**config.mk**
```make
export PLATFORM = sky130hd
export DESIGN_NAME = dac_regbank
export DESIGN_NICKNAME = d
export VERILOG_FILES = /design/src/rtl/dac_regbank_pkg.sv /design/src/rtl/dac_regbank_ctrl.sv /design/src/rtl/dac_regbank_dp.sv /design/src/rtl/dac_regbank.sv
export SDC_FILE = /design/constraint.sdc
export NUM_CORES = 1
export LEC_CHECK = 0
export BUFFER_PORTS_ARGS = -buffer_cell sky130_fd_sc_hd__buf_2
export CAP_MARGIN = 20
export CORE_ASPECT_RATIO = 1.75
export CORE_MARGIN = 5
export CORE_UTILIZATION = 52
export DETAILED_ROUTE_END_ITERATION = 10
export PLACE_DENSITY_LB_ADDON = 0.1
export SYNTH_ARGS = -nofsm -noshare
export SYNTH_HDL_FRONTEND = slang
export SYNTH_SLANG_ARGS = --single-unit
```
**constraint.sdc**
```tcl
create_clock -name clk -period 1.6 [get_ports clk]
set_input_delay 0.32 -clock clk [delete_from_list [all_inputs] [get_ports clk]]
set_output_delay 0.32 -clock clk [all_outputs]
set_load 0.02 [all_outputs]
```
**src/rtl/dac_regbank_pkg.sv**
```systemverilog
package dac_regbank_pkg;
  localparam int NUM_CH  = 8;
  localparam int DATA_W  = 12;
  localparam int ADDR_W  = 4;
  localparam int WORD_W  = ADDR_W + DATA_W;
  localparam int NUM_PAIR = NUM_CH / 2;

  localparam logic [ADDR_W-1:0] ADDR_CTRL0    = 4'd8;
  localparam logic [ADDR_W-1:0] ADDR_CTRL1    = 4'd9;
  localparam logic [ADDR_W-1:0] ADDR_PRESET   = 4'd10;
  localparam logic [ADDR_W-1:0] ADDR_RESERVED = 4'd11;

  typedef struct packed {
    logic [NUM_CH-1:0] holdWe;
    logic [NUM_CH-1:0] holdInv;
    logic              presetWe;
  } strobe_t;
endpackage

```
**src/rtl/dac_regbank_ctrl.sv**
```systemverilog
module dac_regbank_ctrl
  import dac_regbank_pkg::*;
(
  input  logic                clk,
  input  logic                rstN,
  input  logic                cmdValid,
  input  logic [WORD_W-1:0]   cmdWord,
  output strobe_t             strobe,
  output logic [DATA_W-1:0]   dataField,
  output logic [NUM_PAIR-1:0] pairPowerDown,
  output logic [NUM_PAIR-1:0] pairFast,
  output logic                globalPowerDown,
  output logic                chainEnable,
  output logic                twosComp
);
  logic [ADDR_W-1:0] addr;
  logic              ctrl0We;
  logic              ctrl1We;
  logic [2:0]        ctrl0Reg;
  logic [2*NUM_PAIR-1:0] ctrl1Reg;

  assign addr      = cmdWord[WORD_W-1:DATA_W];
  assign dataField = cmdWord[DATA_W-1:0];

  always_comb begin
    strobe  = '0;
    ctrl0We = 1'b0;
    ctrl1We = 1'b0;
    if (cmdValid) begin
      if (addr < ADDR_W'(NUM_CH)) begin
        strobe.holdWe[addr[2:0]] = 1'b1;
      end else if (addr == ADDR_CTRL0) begin
        ctrl0We = 1'b1;
      end else if (addr == ADDR_CTRL1) begin
        ctrl1We = 1'b1;
      end else if (addr == ADDR_PRESET) begin
        strobe.presetWe = 1'b1;
      end else if (addr != ADDR_RESERVED) begin
        for (int i = 0; i < NUM_CH; i++) begin
          if ((i / 2) == int'(addr[1:0])) begin
            strobe.holdWe[i]  = 1'b1;
            strobe.holdInv[i] = (i % 2) == 1;
          end
        end
      end
    end
  end

  always_ff @(posedge clk or negedge rstN) begin
    if (!rstN) begin
      ctrl0Reg <= '0;
      ctrl1Reg <= '0;
    end else begin
      if (ctrl0We) ctrl0Reg <= {dataField[4], dataField[3], dataField[0]};
      if (ctrl1We) ctrl1Reg <= dataField[2*NUM_PAIR-1:0];
    end
  end

  assign globalPowerDown = ctrl0Reg[2];
  assign chainEnable     = ctrl0Reg[1];
  assign twosComp        = ctrl0Reg[0];
  assign pairPowerDown   = ctrl1Reg[2*NUM_PAIR-1:NUM_PAIR];
  assign pairFast        = ctrl1Reg[NUM_PAIR-1:0];

  // reserved address leaves control state alone
  p_reserved_ignored_r5: assert property (@(posedge clk) disable iff (!rstN)
    (cmdValid && addr == ADDR_RESERVED) |=> ($stable(ctrl0Reg) && $stable(ctrl1Reg)))
    else $error("reserved address changed control state");

  // idle cycles leave control state alone
  p_idle_ctrl_r12: assert property (@(posedge clk) disable iff (!rstN)
    !cmdValid |=> ($stable(ctrl0Reg) && $stable(ctrl1Reg)))
    else $error("control changed without command");

  // a pair write always strobes exactly two channels
  p_pair_two_r2: assert property (@(posedge clk) disable iff (!rstN)
    (cmdValid && addr >= 4'd12) |-> ($countones(strobe.holdWe) == 2 && $countones(strobe.holdInv) == 1))
    else $error("pair strobe malformed");
endmodule

```
**src/rtl/dac_regbank_dp.sv**
```systemverilog
module dac_regbank_dp
  import dac_regbank_pkg::*;
#(
  parameter int RES_BITS = 12
) (
  input  logic                          clk,
  input  logic                          rstN,
  input  strobe_t                       strobe,
  input  logic [DATA_W-1:0]             dataField,
  input  logic                          twosComp,
  input  logic                          loadN,
  input  logic                          presetN,
  output logic [NUM_CH-1:0][DATA_W-1:0] codeOut
);
  localparam int DROP_BITS = DATA_W - RES_BITS;
  localparam logic [DATA_W-1:0] KEEP_MASK = {DATA_W{1'b1}} << DROP_BITS;

  logic [DATA_W-1:0]             convData;
  logic [DATA_W-1:0]             keptData;
  logic [DATA_W-1:0]             invData;
  logic [DATA_W-1:0]             presetReg;
  logic [NUM_CH-1:0][DATA_W-1:0] holdReg;
  logic [NUM_CH-1:0][DATA_W-1:0] outLatch;

  // Two's-complement to offset binary: flip the sign bit only.
  assign convData = dataField ^ {twosComp, {(DATA_W-1){1'b0}}};
  assign keptData = convData & KEEP_MASK;
  assign invData  = ~convData & KEEP_MASK;

  for (genvar ch = 0; ch < NUM_CH; ch++) begin : g_hold
    always_ff @(posedge clk or negedge rstN) begin
      if (!rstN)                   holdReg[ch] <= '0;
      else if (strobe.holdWe[ch])  holdReg[ch] <= strobe.holdInv[ch] ? invData : keptData;
    end
  end

  always_ff @(posedge clk or negedge rstN) begin
    if (!rstN)               presetReg <= '0;
    else if (strobe.presetWe) presetReg <= keptData;
  end

  always_ff @(posedge clk or negedge rstN) begin
    if (!rstN)      outLatch <= '0;
    else if (!loadN) outLatch <= holdReg;
  end

  always_comb begin
    for (int ch = 0; ch < NUM_CH; ch++) begin
      codeOut[ch] = presetN ? outLatch[ch] : presetReg;
    end
  end

  // latches frozen while load is released
  p_latch_hold_r6: assert property (@(posedge clk) disable iff (!rstN)
    loadN |=> $stable(outLatch))
    else $error("latch moved with load high");

  // latches follow holding registers while load is asserted
  p_latch_follow_r7: assert property (@(posedge clk) disable iff (!rstN)
    !loadN |=> (outLatch == $past(holdReg)))
    else $error("latch did not follow holding");

  // preset replaces every code bus
  for (genvar ch = 0; ch < NUM_CH; ch++) begin : g_preset_chk
    p_preset_force_r8: assert property (@(posedge clk) disable iff (!rstN)
      !presetN |-> (codeOut[ch] == presetReg))
      else $error("preset override incomplete");
  end

  // dropped low bits stay zero everywhere
  for (genvar ch = 0; ch < NUM_CH; ch++) begin : g_mask_chk
    p_low_bits_zero_r10: assert property (@(posedge clk) disable iff (!rstN)
      ((holdReg[ch] & ~KEEP_MASK) == '0) && ((outLatch[ch] & ~KEEP_MASK) == '0))
      else $error("ignored bits stored");
  end

  // the odd channel of a pair ends up as the masked inverse of the even one
  for (genvar p = 0; p < NUM_PAIR; p++) begin : g_pair_chk
    p_pair_inverse_r2: assert property (@(posedge clk) disable iff (!rstN)
      (strobe.holdWe[2*p+1] && strobe.holdInv[2*p+1]) |=>
        (holdReg[2*p+1] == (~holdReg[2*p] & KEEP_MASK)))
      else $error("pair complement wrong");
  end

  // no strobe, no holding change
  p_idle_hold_r12: assert property (@(posedge clk) disable iff (!rstN)
    (strobe.holdWe == '0 && !strobe.presetWe) |=> ($stable(holdReg) && $stable(presetReg)))
    else $error("holding changed without strobe");
endmodule

```
**src/rtl/dac_regbank.sv**
```systemverilog
module dac_regbank
  import dac_regbank_pkg::*;
#(
  parameter int RES_BITS = 12
) (
  input  logic                     clk,
  input  logic                     rstN,
  input  logic                     cmdValid,
  input  logic [15:0]              cmdWord,
  input  logic                     loadN,
  input  logic                     presetN,
  output logic [NUM_CH*DATA_W-1:0] chCode,
  output logic [NUM_PAIR-1:0]      pairPowerDown,
  output logic [NUM_PAIR-1:0]      pairFast,
  output logic                     globalPowerDown,
  output logic                     chainEnable,
  output logic                     twosComp
);
  strobe_t                       strobe;
  logic [DATA_W-1:0]             dataField;
  logic [NUM_CH-1:0][DATA_W-1:0] codeOut;

  initial begin
    assert (RES_BITS == 12 || RES_BITS == 10 || RES_BITS == 8)
      else $error("RES_BITS must be 12, 10 or 8");
  end

  dac_regbank_ctrl u_ctrl (
    .clk            (clk),
    .rstN           (rstN),
    .cmdValid       (cmdValid),
    .cmdWord        (cmdWord),
    .strobe         (strobe),
    .dataField      (dataField),
    .pairPowerDown  (pairPowerDown),
    .pairFast       (pairFast),
    .globalPowerDown(globalPowerDown),
    .chainEnable    (chainEnable),
    .twosComp       (twosComp)
  );

  dac_regbank_dp #(.RES_BITS(RES_BITS)) u_dp (
    .clk      (clk),
    .rstN     (rstN),
    .strobe   (strobe),
    .dataField(dataField),
    .twosComp (twosComp),
    .loadN    (loadN),
    .presetN  (presetN),
    .codeOut  (codeOut)
  );

  assign chCode = codeOut;
endmodule

```
**Word level (Yosys, flattened, before mapping)**

Cells that the tools add are included.

- Flip-flop bits (word level): 215
- Latch bits: 0
- Bits in writable memories: 0
- ROM bits: 0
- Input port bits: 21
- Output and inout bits: 107
- Logic and storage cells: 70
- Memories: 0

- Add/sub/neg operators: 0
- Multipliers: 0
- Div/mod/pow operators: 0
- Magnitude comparators: 3
- Eq/ne operators: 7
- Shift operators: 0
- Muxes and demuxes: 37
- Bitwise operators: 2
- Reductions and logical operators: 2

Operator list:

| operator | count |
|---|---|
| 2-to-1 mux 12 bit | 16 |
| 2-to-1 mux 17 bit | 3 |
| 2-to-1 mux 16 bit | 2 |
| 2-to-1 mux 1 bit | 13 |
| equality test 4 bit (second input constant) | 3 |
| NOT 12 bit | 1 |
| XOR 12 bit | 1 |
| 2-to-1 mux 9 bit | 1 |
| 2-to-1 mux 8 bit | 1 |
| equality test 2 bit (first input constant) | 2 |
| less-than comparator 3 x 4 -> 1 bit (second input constant) | 1 |
| less-than comparator 4 bit (second input constant) | 1 |
| != test 4 bit (second input constant) | 1 |
| demux 1 bit (select 3 bit) | 1 |
| >= comparator 3 x 1 -> 1 bit (second input constant) | 1 |
| equality test 1 x 2 -> 1 bit (first input constant) | 1 |
| logical NOT 2 bit | 1 |
| logical AND 1 bit | 1 |

**Depth between registers and ports, before layout**

- Depth in word-level cells: 9
- Gate-level depth with buffers: 6
- Depth with buffers taken out: 4

**Modules after synthesis**

From an unflattened synthesis, not the netlist that was laid out.

- Cell total of the unflattened synthesis: 945
- Area total of the unflattened synthesis: 10284.9 sq um

By module, submodules not included:

| module | instances | cells each | area an instance (sq um) | sequential area each (sq um) |
|---|---|---|---|---|
| dac_regbank_dp | 1 | 871 | 9532.9 | 5104.9 |
| dac_regbank_ctrl | 1 | 74 | 752.0 | 275.3 |

**Least setup slack after synthesis**

Ideal clock, no wire load.

- Path kind: input -> output
- Start: input port presetN
- End: output port chCode[0]
- Arrival time: 1356 ps
- Required time: 1280 ps
- Setup slack: -76 ps
- Cell stages on the path: 6
- Buffers on the path: 4
- Cells stage by stage: clkbuf_1 -> buf_2 -> buf_2 -> buf_1 -> nand2_1 -> nand2_1

- Cells in the longest elaborated chain, start to end: 1

RTL lines:

| element | line | text |
|---|---|---|
| start: declaration | dac_regbank.sv:11 | `input logic presetN,` |
| 2-to-1 mux 12 bit | dac_regbank_dp.sv:49 | `codeOut[ch] = presetN ? outLatch[ch] : presetReg;` |
| end: declaration | dac_regbank.sv:12 | `output logic [NUM_CH*DATA_W-1:0] chCode,` |

No other way between the ends.

**Worst setup path after layout**

- Start: register u_dp.presetReg[8]
- End: output port chCode[56]

- Cells in the longest elaborated chain, start to end: 1

RTL lines:

| element | line | text |
|---|---|---|
| start: declaration | dac_regbank_dp.sv:21 | `logic [DATA_W-1:0] presetReg;` |
| start signal: assignment | dac_regbank_dp.sv:39 | `else if (strobe.presetWe) presetReg <= keptData;` |
| 2-to-1 mux 12 bit | dac_regbank_dp.sv:49 |  |

No other way between the ends.

==> qor.yml <==
antenna_found_initial: 0
timing.final.crit_period_ps: 1730
dp_slack_ps: -76.2
antennaDiodeCount: 0
first_pass_iters: 4
rsz0062_at_grt: "true"
finalNetCount: 1000
ir_worst_vdd_uv: 990
yosysSeqAreaShare: 0.560
detail_route.wl_per_cell_um: 21.3
grt_pass1_vias: 6994
n_fill_cell: 1259
critPathMaxStageDelay_ps: 380
cts_inserted_buffers: 20
power_mw: 18.6
fp.dieH_um: 190
core-area_mm2: 0.0181
whs_path_depth: 3
cap_violations: 0
syn_nets: 857
cts_tree: "yes"
pwr-share-comb: 0.330
syn_inst: 836
wl_met1_um: 10100
via_per_inst: 5.42
cp-end-kind: "output pin"
dieWidth_um: 113
place.gp.congestion: 0.825
avgSynthCellArea_um2: 11.5
finalHoldViolCount: 0
tightest_slew_ps: 447
worstSkewPairLatency_ps: 490
top_layer_used: "met4"
syn_area_mm2: 0.00961
dp.final_hpwl_um: 16700
mostFrequentLayoutCell: "dfrtp_1"
p_seq_frac: 0.415
grt_pass1_wl_um: 39500
drive_gt1_frac: 0.512
drc: 0
crit_buf_inv: 2
reg2reg_depth: 4
dpl_cell_area_mm2: 0.0109
path_cells: "nand2b_1, buf_6, nand2_4, buf_6"
clock-sinks: 215
rows: 65
gr-total-overflow: 0
p_per_area_mw_per_mm2: 1430
p_sw_mw: 5.91
crit_family: "flip-flops"
post-route-period-util: 1.08
synth_seq_cells: 215
clockBufferDepth: 3
wl_um: 26100
clkPwrFrac: 0.255
timing.reg2reg.setup_slack_ps: 240
cp.required_ps: 1280
crit_fanout: 5
p_sw_frac: 0.318
via_count: 6638
reg2reg_to: "u_dp.holdReg[95]"
tns_ps: -7570
cp-start-kind: "flip-flop"
crit_start: "u_dp.presetReg[8]"
portBuffers: 127
fmax_mhz: 577
area_growth_pct: 36.0
h-tree-depth: 1
hold_start: "cmdWord[11]"
leakage_nw: 6.07
critPathKind: "reg -> out"
yosys.cell_types.count: 37
arrival_ps: 1410
hold_end: "u_dp.holdReg[35]"
skew_ps: 8.47
finalMaxSlewViolations: 0
crit_path_frequent_cell: "buf_6"
start_util: 0.530
io-pin-count: 128
finish.utilization: 0.720
met2WireLength_um: 14100
cp_slowest_cell: "dfrtp_1"
grt_usage: 0.237
final_cell_mix: "215 x dfrtp_1, 162 x mux2_2, 140 x nand2_1"
ant_nets: 0
holdCritPathClass: "in -> reg"
wl_met3_um: 947
fin_area_mm2: 0.0131
die-area_mm2: 0.0214
status: "finished, violations left"
failed_checks: "negative setup slack"
r2r-start: "u_ctrl.ctrl0Reg[0]"
internal_power_mw: 12.7
drtIter0Drc: 317
clkTransAtPathRegs_ps: 70
yosysWarningCount: 0
slew-limit-headroom: 0.698
setup_slack_ps: -134
grt_max_degree: 51
setup_viol: 92
cts-root-buf: "clkbuf_16"
[state kept, by name, summed over array words and instances, names as in the netlist]
register	cells
u_dp.presetReg	12
u_dp.holdReg	96
u_dp.outLatch	96
u_ctrl.ctrl1Reg	8
u_ctrl.ctrl0Reg	3
[cell families after synthesis]
family	Yosys count	share of synthesized area
XOR/XNOR	52	0.0482
flip-flops	215	0.560
buffers and inverters	68	0.0389
AO/OA/AOI/OAI	56	0.0345
AND/OR/NAND/NOR	282	0.127
multiplexers	163	0.191
[worst max path at each step]
| stage | to | slack, ps | cells past startpoint |
|---|---|---|---|
| floorplan | chCode[0] | 30 | 6 |
| global placement | chCode[23] | -60 | 4 |
| detailed placement | chCode[23] | -80 | 4 |
| CTS | chCode[19] | -160 | 4 |
| global route | chCode[56] | -170 | 4 |
| finish | chCode[56] | -130 | 4 |
[worst register-to-register path, cell delays in order, from the launching register on]
cell and delay, ps:
dfrtp_1 420, xnor2_2 350, buf_4 240, xnor2_1 130
o21ai_0 100
[area by class of cell]
cell class | count | area, um^2 | share of cell area
sequential | 215 | 5380 | 0.412
multi-input combinational | 553 | 4580 | 0.351
timing repair buffer | 189 | 2150 | 0.165
clock buffer | 26 | 584 | 0.0447
tap | 234 | 293 | 0.0224
clock inverter | 8 | 71.3 | 0.00546
[power groups by stage]
| stage | Sequential, mW | Combinational (mW) | Clock, mW |
|---|---|---|---|
| 6_report | 7.72 | 6.15 | 4.74 |
| 3_3_place_gp | 7.64 | 4.37 | 0 |
| 3_5_place_dp | 7.75 | 4.50 | 0 |
| 2_1_floorplan | 7.58 | 2.95 | 0 |
| 5_1_grt | 7.87 | 6.55 | 5.06 |
| 4_1_cts | 7.67 | 5.62 | 4.81 |
[per-stage QoR]
stage               cells  hold WS (ps)
floorplan             836          24.4
global placement     1184           265
detailed placement   1184           271
CTS                  1224           269
global route         1225           269
finish               1225           264
[per-layer routing]
| layer | vias up | global-route usage |
|---|---|---|
| met4 | 0 | 0.0875 |
| li1 | 3023 | - |
| met5 | - | 0 |
| met2 | 166 | 0.421 |
| met1 | 3403 | 0.296 |
| met3 | 46 | 0.0290 |
[cells in the mapped netlist]
cell | number | area (um^2)
a21oi_1 | 5 | 25.0
or2b_1 | 1 | 7.51
nand2_4 | 1 | 11.3
buf_1 | 2 | 7.51
xor2_1 | 15 | 131
nor2_2 | 2 | 12.5
nand3b_1 | 2 | 15.0
nor3b_1 | 2 | 15.0
nor3_2 | 1 | 10.0
nand2_1 | 233 | 875
clkbuf_1 | 27 | 101
o21ai_0 | 18 | 90.1
and3b_1 | 3 | 26.3
nor3b_2 | 1 | 12.5
buf_2 | 27 | 135
mux2_1 | 1 | 11.3
clkbuf_8 | 1 | 13.8
nor3_4 | 3 | 48.8
dfrtp_1 | 215 | 5380
nand2b_1 | 13 | 81.3
a21oi_4 | 1 | 16.3
a21oi_2 | 9 | 78.8
o21ai_1 | 21 | 105
and2b_1 | 1 | 7.51
and4b_1 | 1 | 10.0
xnor2_1 | 36 | 315
o21ai_2 | 1 | 8.76
nand4_1 | 1 | 6.26
mux2_2 | 162 | 1820
buf_6 | 9 | 101
nor4b_1 | 1 | 8.76
buf_4 | 2 | 15.0
nand3b_2 | 1 | 11.3
or3b_4 | 1 | 11.3
nor2_1 | 14 | 52.6
xnor2_2 | 1 | 16.3
o21bai_1 | 1 | 7.51
[repair_timing]
item	4_1_cts	5_1_grt
setup buffers	5	2
resized for setup	278	130
endpoints found under the setup margin	95	96
hold buffers	1	0
pin swaps	1	2
endpoints found under the hold margin	32	0
Power figures use the tool's default switching activity.
